### src/rtl/rtc_guard_pkg.sv
package rtc_guard_pkg;
  localparam int AddrW = 8;
  localparam int DataW = 32;

  localparam logic [AddrW-1:0] ADDR_TIME  = 8'h00;
  localparam logic [AddrW-1:0] ADDR_DATE  = 8'h04;
  localparam logic [AddrW-1:0] ADDR_STAT  = 8'h0C;
  localparam logic [AddrW-1:0] ADDR_PRESC = 8'h10;
  localparam logic [AddrW-1:0] ADDR_CTRL  = 8'h18;
  localparam logic [AddrW-1:0] ADDR_KEY   = 8'h24;

  localparam logic [7:0] KEY_FIRST  = 8'hCA;
  localparam logic [7:0] KEY_SECOND = 8'h53;

  localparam logic [DataW-1:0] MASK_TIME  = 32'h003F_7F7F;
  localparam logic [DataW-1:0] MASK_DATE  = 32'h00FF_FF3F;
  localparam logic [DataW-1:0] MASK_PRESC = 32'h007F_7FFF;
  localparam logic [DataW-1:0] RST_PRESC  = 32'h007F_00FF;
  localparam int CtrlW = 8;

  localparam int STAT_INIT  = 7;
  localparam int STAT_INITF = 6;
  localparam int STAT_RSF   = 5;
  localparam int STAT_INITS = 4;

  typedef enum logic [1:0] {KEY_IDLE, KEY_HALF, KEY_OPEN} keyState_t;

  typedef struct packed {
    logic wrTime;
    logic wrDate;
    logic wrPresc;
    logic wrCtrl;
    logic initReq;
    logic initF;
    logic rsf;
  } strobes_t;
endpackage

### src/rtl/rtc_guard_ctrl.sv
module rtc_guard_ctrl
  import rtc_guard_pkg::*;
#(
  parameter int InitLat = 2,
  parameter int SyncLat = 2
) (
  input  logic             clk,
  input  logic             rstN,
  input  logic [AddrW-1:0] addr,
  input  logic [7:0]       wrByte,
  input  logic             wrEn,
  input  logic             shadowTick,
  output logic             keyOpen,
  output strobes_t         strb
);
  localparam int InitCntW = $clog2(InitLat + 1);
  localparam int SyncCntW = $clog2(SyncLat + 1);
  localparam logic [InitCntW-1:0] InitLast = InitCntW'(InitLat - 1);
  localparam logic [SyncCntW-1:0] SyncLast = SyncCntW'(SyncLat - 1);

  keyState_t keyState, keyNext;
  logic keyWr, statWr;
  logic initReq, initReqNext, initF;
  logic [InitCntW-1:0] initCnt;
  logic syncBusy, rsf, rsfSet, refreshEv;
  logic [SyncCntW-1:0] syncCnt;

  assign keyWr  = wrEn && (addr == ADDR_KEY);
  assign statWr = wrEn && (addr == ADDR_STAT);

  // key sequence: only an adjacent first/second key pair opens
  always_comb begin
    keyNext = keyState;
    if (keyWr) begin
      if (wrByte == KEY_FIRST)                               keyNext = KEY_HALF;
      else if (wrByte == KEY_SECOND && keyState == KEY_HALF) keyNext = KEY_OPEN;
      else                                                   keyNext = KEY_IDLE;
    end
  end

  assign keyOpen     = (keyState == KEY_OPEN);
  assign initReqNext = (statWr && keyOpen) ? wrByte[STAT_INIT] : initReq;
  assign refreshEv   = (initReq && !initReqNext) || (shadowTick && !initF);
  assign rsfSet      = syncBusy && (syncCnt == SyncLast);

  always_ff @(posedge clk or negedge rstN) begin
    if (!rstN) begin
      keyState <= KEY_IDLE;
      initReq  <= 1'b0;
      initF    <= 1'b0;
      initCnt  <= '0;
    end else begin
      keyState <= keyNext;
      initReq  <= initReqNext;
      if (!(initReq && initReqNext)) begin
        initCnt <= '0;
        initF   <= 1'b0;
      end else if (initCnt == InitLast) begin
        initF <= 1'b1;
      end else begin
        initCnt <= initCnt + 1'b1;
      end
    end
  end

  // resync timer: events arriving while a count runs are merged into it
  always_ff @(posedge clk or negedge rstN) begin
    if (!rstN) begin
      syncBusy <= 1'b0;
      syncCnt  <= '0;
      rsf      <= 1'b0;
    end else begin
      if (syncBusy) begin
        if (rsfSet) syncBusy <= 1'b0;
        else        syncCnt  <= syncCnt + 1'b1;
      end else if (refreshEv) begin
        syncBusy <= 1'b1;
        syncCnt  <= '0;
      end
      if (rsfSet)                           rsf <= 1'b1;
      else if (statWr && !wrByte[STAT_RSF]) rsf <= 1'b0;
    end
  end

  always_comb begin
    strb         = '0;
    strb.wrTime  = wrEn && keyOpen && initF && (addr == ADDR_TIME);
    strb.wrDate  = wrEn && keyOpen && initF && (addr == ADDR_DATE);
    strb.wrPresc = wrEn && keyOpen && initF && (addr == ADDR_PRESC);
    strb.wrCtrl  = wrEn && keyOpen && (addr == ADDR_CTRL);
    strb.initReq = initReq;
    strb.initF   = initF;
    strb.rsf     = rsf;
  end
endmodule

### src/rtl/rtc_guard_dpath.sv
module rtc_guard_dpath
  import rtc_guard_pkg::*;
(
  input  logic             clk,
  input  logic             rstN,
  input  logic [AddrW-1:0] addr,
  input  logic [DataW-1:0] wrData,
  input  logic             rdEn,
  input  strobes_t         strb,
  output logic [DataW-1:0] rdData,
  output logic [DataW-1:0] calTime,
  output logic [DataW-1:0] calDate,
  output logic [DataW-1:0] calPresc,
  output logic [CtrlW-1:0] calCtrl
);
  logic inits;
  logic [DataW-1:0] statWord;

  always_ff @(posedge clk or negedge rstN) begin
    if (!rstN) begin
      calTime  <= '0;
      calDate  <= '0;
      calPresc <= RST_PRESC;
      calCtrl  <= '0;
    end else begin
      if (strb.wrTime)  calTime  <= wrData & MASK_TIME;
      if (strb.wrDate)  calDate  <= wrData & MASK_DATE;
      if (strb.wrPresc) calPresc <= wrData & MASK_PRESC;
      if (strb.wrCtrl)  calCtrl  <= wrData[CtrlW-1:0];
    end
  end

  assign inits = |calDate[23:16];

  always_comb begin
    statWord             = '0;
    statWord[STAT_INIT]  = strb.initReq;
    statWord[STAT_INITF] = strb.initF;
    statWord[STAT_RSF]   = strb.rsf;
    statWord[STAT_INITS] = inits;
  end

  always_comb begin
    rdData = '0;
    if (rdEn) begin
      unique case (addr)
        ADDR_TIME:  rdData = calTime;
        ADDR_DATE:  rdData = calDate;
        ADDR_STAT:  rdData = statWord;
        ADDR_PRESC: rdData = calPresc;
        ADDR_CTRL:  rdData = {{(DataW-CtrlW){1'b0}}, calCtrl};
        default:    rdData = '0;
      endcase
    end
  end
endmodule

### src/rtl/rtc_guard_regs.sv
module rtc_guard_regs
  import rtc_guard_pkg::*;
#(
  parameter int InitLat = 2,
  parameter int SyncLat = 2
) (
  input  logic        clk,
  input  logic        rstN,
  input  logic [7:0]  addr,
  input  logic [31:0] wrData,
  input  logic        wrEn,
  input  logic        rdEn,
  output logic [31:0] rdData,
  input  logic        shadowTick,
  output logic [31:0] calTime,
  output logic [31:0] calDate,
  output logic [31:0] calPresc,
  output logic [7:0]  calCtrl,
  output logic        calHold
);
  strobes_t strb;
  logic keyOpen;

  rtc_guard_ctrl #(.InitLat(InitLat), .SyncLat(SyncLat)) u_ctrl (
    .clk(clk), .rstN(rstN), .addr(addr), .wrByte(wrData[7:0]),
    .wrEn(wrEn), .shadowTick(shadowTick), .keyOpen(keyOpen), .strb(strb)
  );

  rtc_guard_dpath u_dpath (
    .clk(clk), .rstN(rstN), .addr(addr), .wrData(wrData), .rdEn(rdEn),
    .strb(strb), .rdData(rdData), .calTime(calTime), .calDate(calDate),
    .calPresc(calPresc), .calCtrl(calCtrl)
  );

  assign calHold = strb.initF;
endmodule

### config.mk
export PLATFORM = sky130hd
export DESIGN_NAME = rtc_guard_regs
export DESIGN_NICKNAME = d
export VERILOG_FILES = /design/src/rtl/rtc_guard_pkg.sv /design/src/rtl/rtc_guard_ctrl.sv /design/src/rtl/rtc_guard_dpath.sv /design/src/rtl/rtc_guard_regs.sv
export SDC_FILE = /design/constraint.sdc
export NUM_CORES = 1
export LEC_CHECK = 0
export BUFFER_PORTS_ARGS = -buffer_cell sky130_fd_sc_hd__buf_2
export CORE_ASPECT_RATIO = 1.75
export CORE_MARGIN = 2
export CORE_UTILIZATION = 52
export CTS_BUF_LIST = sky130_fd_sc_hd__clkbuf_16
export DETAILED_ROUTE_END_ITERATION = 10
export PLACE_DENSITY = 0.86
export SLEW_MARGIN = 10
export SYNTH_ARGS = -nofsm -noshare
export SYNTH_HDL_FRONTEND = slang
export SYNTH_HIERARCHICAL = 1
export SYNTH_SLANG_ARGS = --single-unit
### constraint.sdc
create_clock -name clk -period 4.5 [get_ports clk]
set_clock_uncertainty 0.1 [all_clocks]
set_input_delay 0.675 -clock clk [delete_from_list [all_inputs] [get_ports clk]]
set_output_delay 0.675 -clock clk [all_outputs]
set_load 0.01 [all_outputs]
==> flow_summary.toml, run 1 <==
[worst_setup_path]
r2r_cells = 5
r2r_slack_ns = 2.55
cp_max_fo = 30
worst_path_largest_cell_delay_ns = 0.71
worstSetupEndpoint = "rdData[6]"
path_depth = 6
cp-start-kind = "input pin"
reg2reg_to = "u_dpath/calDate[15]"
path_buf_inv = 2
worstPathRequired_ns = 3.72
endpoint_kind = "primary output"
crit_path_start = "addr[4]"
worstSetupPathType = "in -> out"
cp.arrival_ns = 2.87
crit_slowest_cell = "nand3_1"
crit_family = "simple AND/OR/NAND/NOR gates"
crit_chain = "buf_2 > nor3b_1 > a21oi_1 > nand3_1 > a21oi_1 > buf_2"
r2r-start = "u_ctrl/keyState[0]"

[timing]
maxSlewHeadroom_pct = 32.82
finalHoldViolCount = 0
rsz0062_at_grt = "false"
tightest_slew_ns = 1.008
fmax_ghz = 0.2744
fin_tns_setup_ns = 0
slew_viol_final = 0
period_minus_slack_ns = 3.644
fin_crit_sh_pct = 80.98
finalSetupViolCount = 0

[clocking]
hold_buffers = 0
cts_buffer_depth = 2
worstSkewPairLatency_ns = 0.33
cts-buffers-inserted = 9
cts_tree = "done"
clock_sinks = 82
htreeDepth = 3
cts_resized = 0
cts-root-buf = "clkbuf_16"
post-cts-setup-buffers = 0
clk_pin_slew_worst_paths_ns = 0.06

[synthesis]
synth_area_sq_um = 4389
syn_inst = 363
ys_warn_count = 6
syn_avg_cell_area_sq_um = 12.09

[hold_path]
hold_path_class = "in -> async"

[placement]
place_area_sq_um = 4975
dpl.hpwl_mm = 7.786
port_buffers = 133
routabilityCongestion = 0.8247

[grt]
antenna_found_initial = 0
grt_pass1_vias = 3444
grt_pass1_wl_mm = 17.37
grt_max_degree = 83
grt.overflow.total = 0
grt_usage_pct = 24.48

[power]
total_leakage_power_nw = 2.844
power.density_nw_per_um2 = 310.0
max-vdd-ir-drop_mv = 0.3242

[detailed_routing]
drt_iter0_drc = 165
drt_wl_total_mm = 11.16
drtPass1Iterations = 4
routed-via-count = 3360
viasPerCell = 5.705
routedWlPerCell_microns = 18.95
route.antenna.remaining_nets = 0
route.detailed.drc = 0

[floorplanning]
design.core.area_sq_um = 8258
initial_utilization_pct = 53.15
die_w_microns = 73.45
dieArea_sq_um = 9221
rows = 44
dieHeight_microns = 125.5
io_pins = 182

[cells_and_area]
nFillCells = 618
antennaDiodeCount = 0
nNetsFinal = 539
syn2layout_area_growth_pct = 21.01
fin_area_sq_um = 5311
drive_above_1_share_pct = 55.33
multi_input_area_sq_um = 2049
ff_latch_area_sq_um = 2071

[job]
maxCapViolCount = 0

[run_status]
outcome = "finished, final reports clean"
how the worst min path moves through the flow:
stage | startpoint | end | slack [ns]
floorplan | rstN | u_ctrl/initCnt[0] | 0.28
global placement | u_ctrl/rsf | u_ctrl/rsf | 0.39
detailed placement | u_ctrl/rsf | u_ctrl/rsf | 0.39
CTS | u_ctrl/rsf | u_ctrl/rsf | 0.41
global route | u_ctrl/rsf | u_ctrl/rsf | 0.44
finish | rstN | u_dpath/calTime[14] | 0.41
flip-flops by register name, indices dropped and copies added, names as in the netlist:
name / flops
u_dpath/calCtrl: 8
u_ctrl/syncCnt: 2
u_ctrl/keyState: 2
u_dpath/calPresc: 22
u_ctrl/initReq: 1
u_dpath/calDate: 22
u_ctrl/syncBusy: 1
u_ctrl/initF: 1
u_dpath/calTime: 20
u_ctrl/rsf: 1
u_ctrl/initCnt: 2
stage by stage:
| step | cells | total power [mW] | utilization, % | setup WS, ns | hold slack, ns |
|---|---|---|---|---|---|
| floorplan | 402 | 0.8158 | - | 1.731 | 0.2794 |
| global placement | 573 | 0.8358 | 60.24 | 0.9404 | 0.3916 |
| detailed placement | 573 | 0.8382 | 60.24 | 0.8947 | 0.3871 |
| CTS | 589 | 1.659 | 64.32 | 0.8883 | 0.4067 |
| global route | 589 | 1.694 | 64.32 | 0.7958 | 0.4422 |
| finish | 589 | 1.646 | 64.32 | 0.8559 | 0.4078 |
power breakdown:
group,internal (mW),switching [mW],leakage [nW],total [mW]
combinational,0.0221,0.0650,1.61,0.0871
sequential,0.738,0.00000513,1.07,0.738
clock,0.538,0.283,0.172,0.821
total,1.30,0.349,2.84,1.65
cell usage in the layout, fill, tap and decap left out, types with 6 or more instances in the layout:
cell       instances
a22oi_1           17
buf_2            132
buf_4              7
clkbuf_16          9
conb_1            40
dfrtp_1           67
dfstp_2           15
inv_1              9
mux2_2            91
nor2_1            26
o21ai_0            6
worst reg2reg max path: stages (launching register included):
cell	delay [ns]
dfrtp_1	0.40
nor3b_2	0.25
nand4_1	0.20
nor2_2	0.12
buf_4	0.36
mux2_2	0.40
layer usage:
metal  vias to the layer above  share of wire [%]  GRT usage (%)
li1                       1489                  -              -
met1                      1669                 37          28.40
met2                       178                 53          41.54
met3                        24                7.5          6.366
met4                         0                2.6          10.37
met5                         -                  0              0
area by class of cell:
type                    count  share of cell area, %
clock buffers               9                  4.240
clock inverters             7                  2.097
inverters                   7                 0.4947
multi-input cells         253                  38.59
flip-flops and latches     82                  38.99
well taps                  92                  2.167
repair buffers            139                  13.43
(Power assumes the default switching activity.)
==> run 2, diff against run 1 <==
CORE_UTILIZATION = 44   (was 52)
PLACE_DENSITY = 0.77   (was 0.86)
clock period = 3 ns   (was 4.5 ns; I/O delays follow)
==> run 2 against run 1 <==
Effect of this change:
- total power is 33% higher
- cell count is 6.5% higher
- core utilization down 10 points
- critical path depth rose by 1
- final area about the same
- worst setup slack got worse by 0.40 ns
- via count decreased by 0.74%
- non-clock buffer count is 5 higher
- die area grew 17%
- clock power is 16% higher
- highest routed layer unchanged
==> flow_summary.toml, run 2 (synthesized netlist as in run 1, its figures left out) <==
[cells_and_area]
layout_commonest_cell = "buf_2"
nNetsFinal = 544
most-common-layout-cells = "buf_2 (132), mux2_2 (91), dfrtp_1 (67)"
antennaDiodeCount = 0
multi_input_area_sq_um = 2049
final_cells = 627
top_regs = "u_dpath/calDate: 22 flops, u_dpath/calPresc: 22 flops, u_dpath/calTime: 20 flops"
syn2layout_area_growth_pct = 21.12
drive_above_1_share_pct = 55.78
nFillCells = 855
ff_latch_area_sq_um = 2071

[detailed_routing]
drt_wl_total_mm = 11.36
route.detailed.drc = 0
drt_iter0_drc = 217
route.antenna.remaining_nets = 0
routedWlPerCell_microns = 18.11
drtPass1Iterations = 4
viasPerCell = 5.319
routed-via-count = 3335

[worst_setup_path]
cp.arrival_ns = 2.00
r2r_cells = 5
path_buf_inv = 3
crit_family = "simple AND/OR/NAND/NOR gates"
worst_path_largest_cell_delay_ns = 0.44
path_common_cell = "buf_2"
worstSetupPathType = "in -> out"
crit_chain = "buf_2 > or3_4 > nor4b_4 > buf_4 > a22oi_1 > nor2_1 > buf_2"
crit_slowest_cell = "or3_4"
cp-start-kind = "input pin"
path_depth = 7
worstPathRequired_ns = 2.45
endpoint_kind = "primary output"
cp_max_fo = 19

[placement]
routabilityCongestion = 0.8298
place_ws_ns = 0.4619
placedCellCount = 611
port_buffers = 133
dpl.hpwl_mm = 8.148

[timing]
hold_ws_ns = 0.1984
rsz0062_at_grt = "false"
maxSlewHeadroom_pct = 32.38
slew_viol_final = 0
fmax_ghz = 0.3926
period_minus_slack_ns = 2.547
layout_setup_ws_ns = 0.4526
finalHoldViolCount = 0
finalSetupViolCount = 0
fin_crit_sh_pct = 84.91
fin_tns_setup_ns = 0
tightest_slew_ns = 1.014

[floorplanning]
design.core.area_sq_um = 9789
dieHeight_microns = 136.1
initial_utilization_pct = 44.84
dieArea_sq_um = 10820
rows = 48
die_w_microns = 79.50
io_pins = 182

[clocking]
cts_resized = 0
clock_sinks = 82
htreeDepth = 3
hold_buffers = 0
worstSkewPairLatency_ns = 0.32
cts_tree = "done"
cts-buffers-inserted = 9
clk_pin_slew_worst_paths_ns = 0.06
cts-root-buf = "clkbuf_16"
cts_buffer_depth = 2
post-cts-setup-buffers = 0

[grt]
grt_usage_pct = 21.33
grt.overflow.total = 0
antenna_found_initial = 0
grt_pass1_vias = 3386
grt_pass1_wl_mm = 17.45
grt_max_degree = 83

[hold_path]
hold_path_class = "in -> async"

[power]
power.density_nw_per_um2 = 413.0
total_leakage_power_nw = 2.826
max-vdd-ir-drop_mv = 0.3032
finalPower_mw = 2.196

[job]
maxCapViolCount = 0

[run_status]
outcome = "finished, final reports clean"
==> run 2: cell count changes in the layout (fill, tap and decap cells not counted) <==
cell        before  now
clkinv_4         1    0
buf_4            7   12
bufinv_16        3    0
clkinv_1         0    1
clkinvlp_4       0    2
inv_1            9    8
clkinv_2         1    3
==> run 2: path summary, 6_finish.rpt <==
check	from	slack (ns)	endpoint
setup / recovery	addr[1]	0.45	rdData[3]
hold / removal	rstN	0.20	u_dpath/calTime[11]
setup reg to reg	u_ctrl/keyState[0]	1.05	u_dpath/calPresc[10]
hold reg to reg	u_ctrl/rsf	0.42	u_ctrl/rsf
max in group asynchronous	rstN	1.95	u_ctrl/initCnt[1]
min in group clk	wrData[15]	0.26	u_dpath/calDate[15]
==> run 2: area by class of cell <==
| class | count | area share (%) |
|---|---|---|
| Inverter | 7 | 0.4942 |
| Clock inverter | 7 | 0.7060 |
| Sequential cell | 82 | 38.95 |
| Timing Repair Buffer | 144 | 14.12 |
| Clock buffer | 9 | 4.236 |
| Multi-Input combinational cell | 253 | 38.55 |
| Tap cell | 125 | 2.942 |
==> run 2: power breakdown <==
part / internal, mW / switching (mW)
clock: 0.549 / 0.405
sequential: 1.11 / 0.00000817
combinational: 0.0348 / 0.0993
total: 1.69 / 0.505
==> run 2: worst reg2reg max path, stage by stage, from the launching register on <==
cell,delay [ns]
dfrtp_1,0.40
nor3b_2,0.26
nand4_1,0.21
nor2_2,0.12
buf_4,0.34
mux2_2,0.39
==> run 2: stage by stage <==
| step | area (sq um) | utilization [%] |
|---|---|---|
| floorplan | 4536 | - |
| global placement | 5054 | 51.62 |
| detailed placement | 5054 | 51.62 |
| CTS | 5316 | 54.31 |
| global route | 5316 | 54.31 |
| finish | 5316 | 54.31 |
==> run 2: per-layer routing <==
| layer | routed length, microns | vias to the layer above | global-route usage, % |
|---|---|---|---|
| met4 | 340 | 0 | 11.30 |
| met5 | 0 | - | 0 |
| met2 | 6142 | 167 | 38.28 |
| met3 | 666 | 24 | 3.984 |
| met1 | 4209 | 1643 | 23.30 |
| li1 | - | 1501 | - |
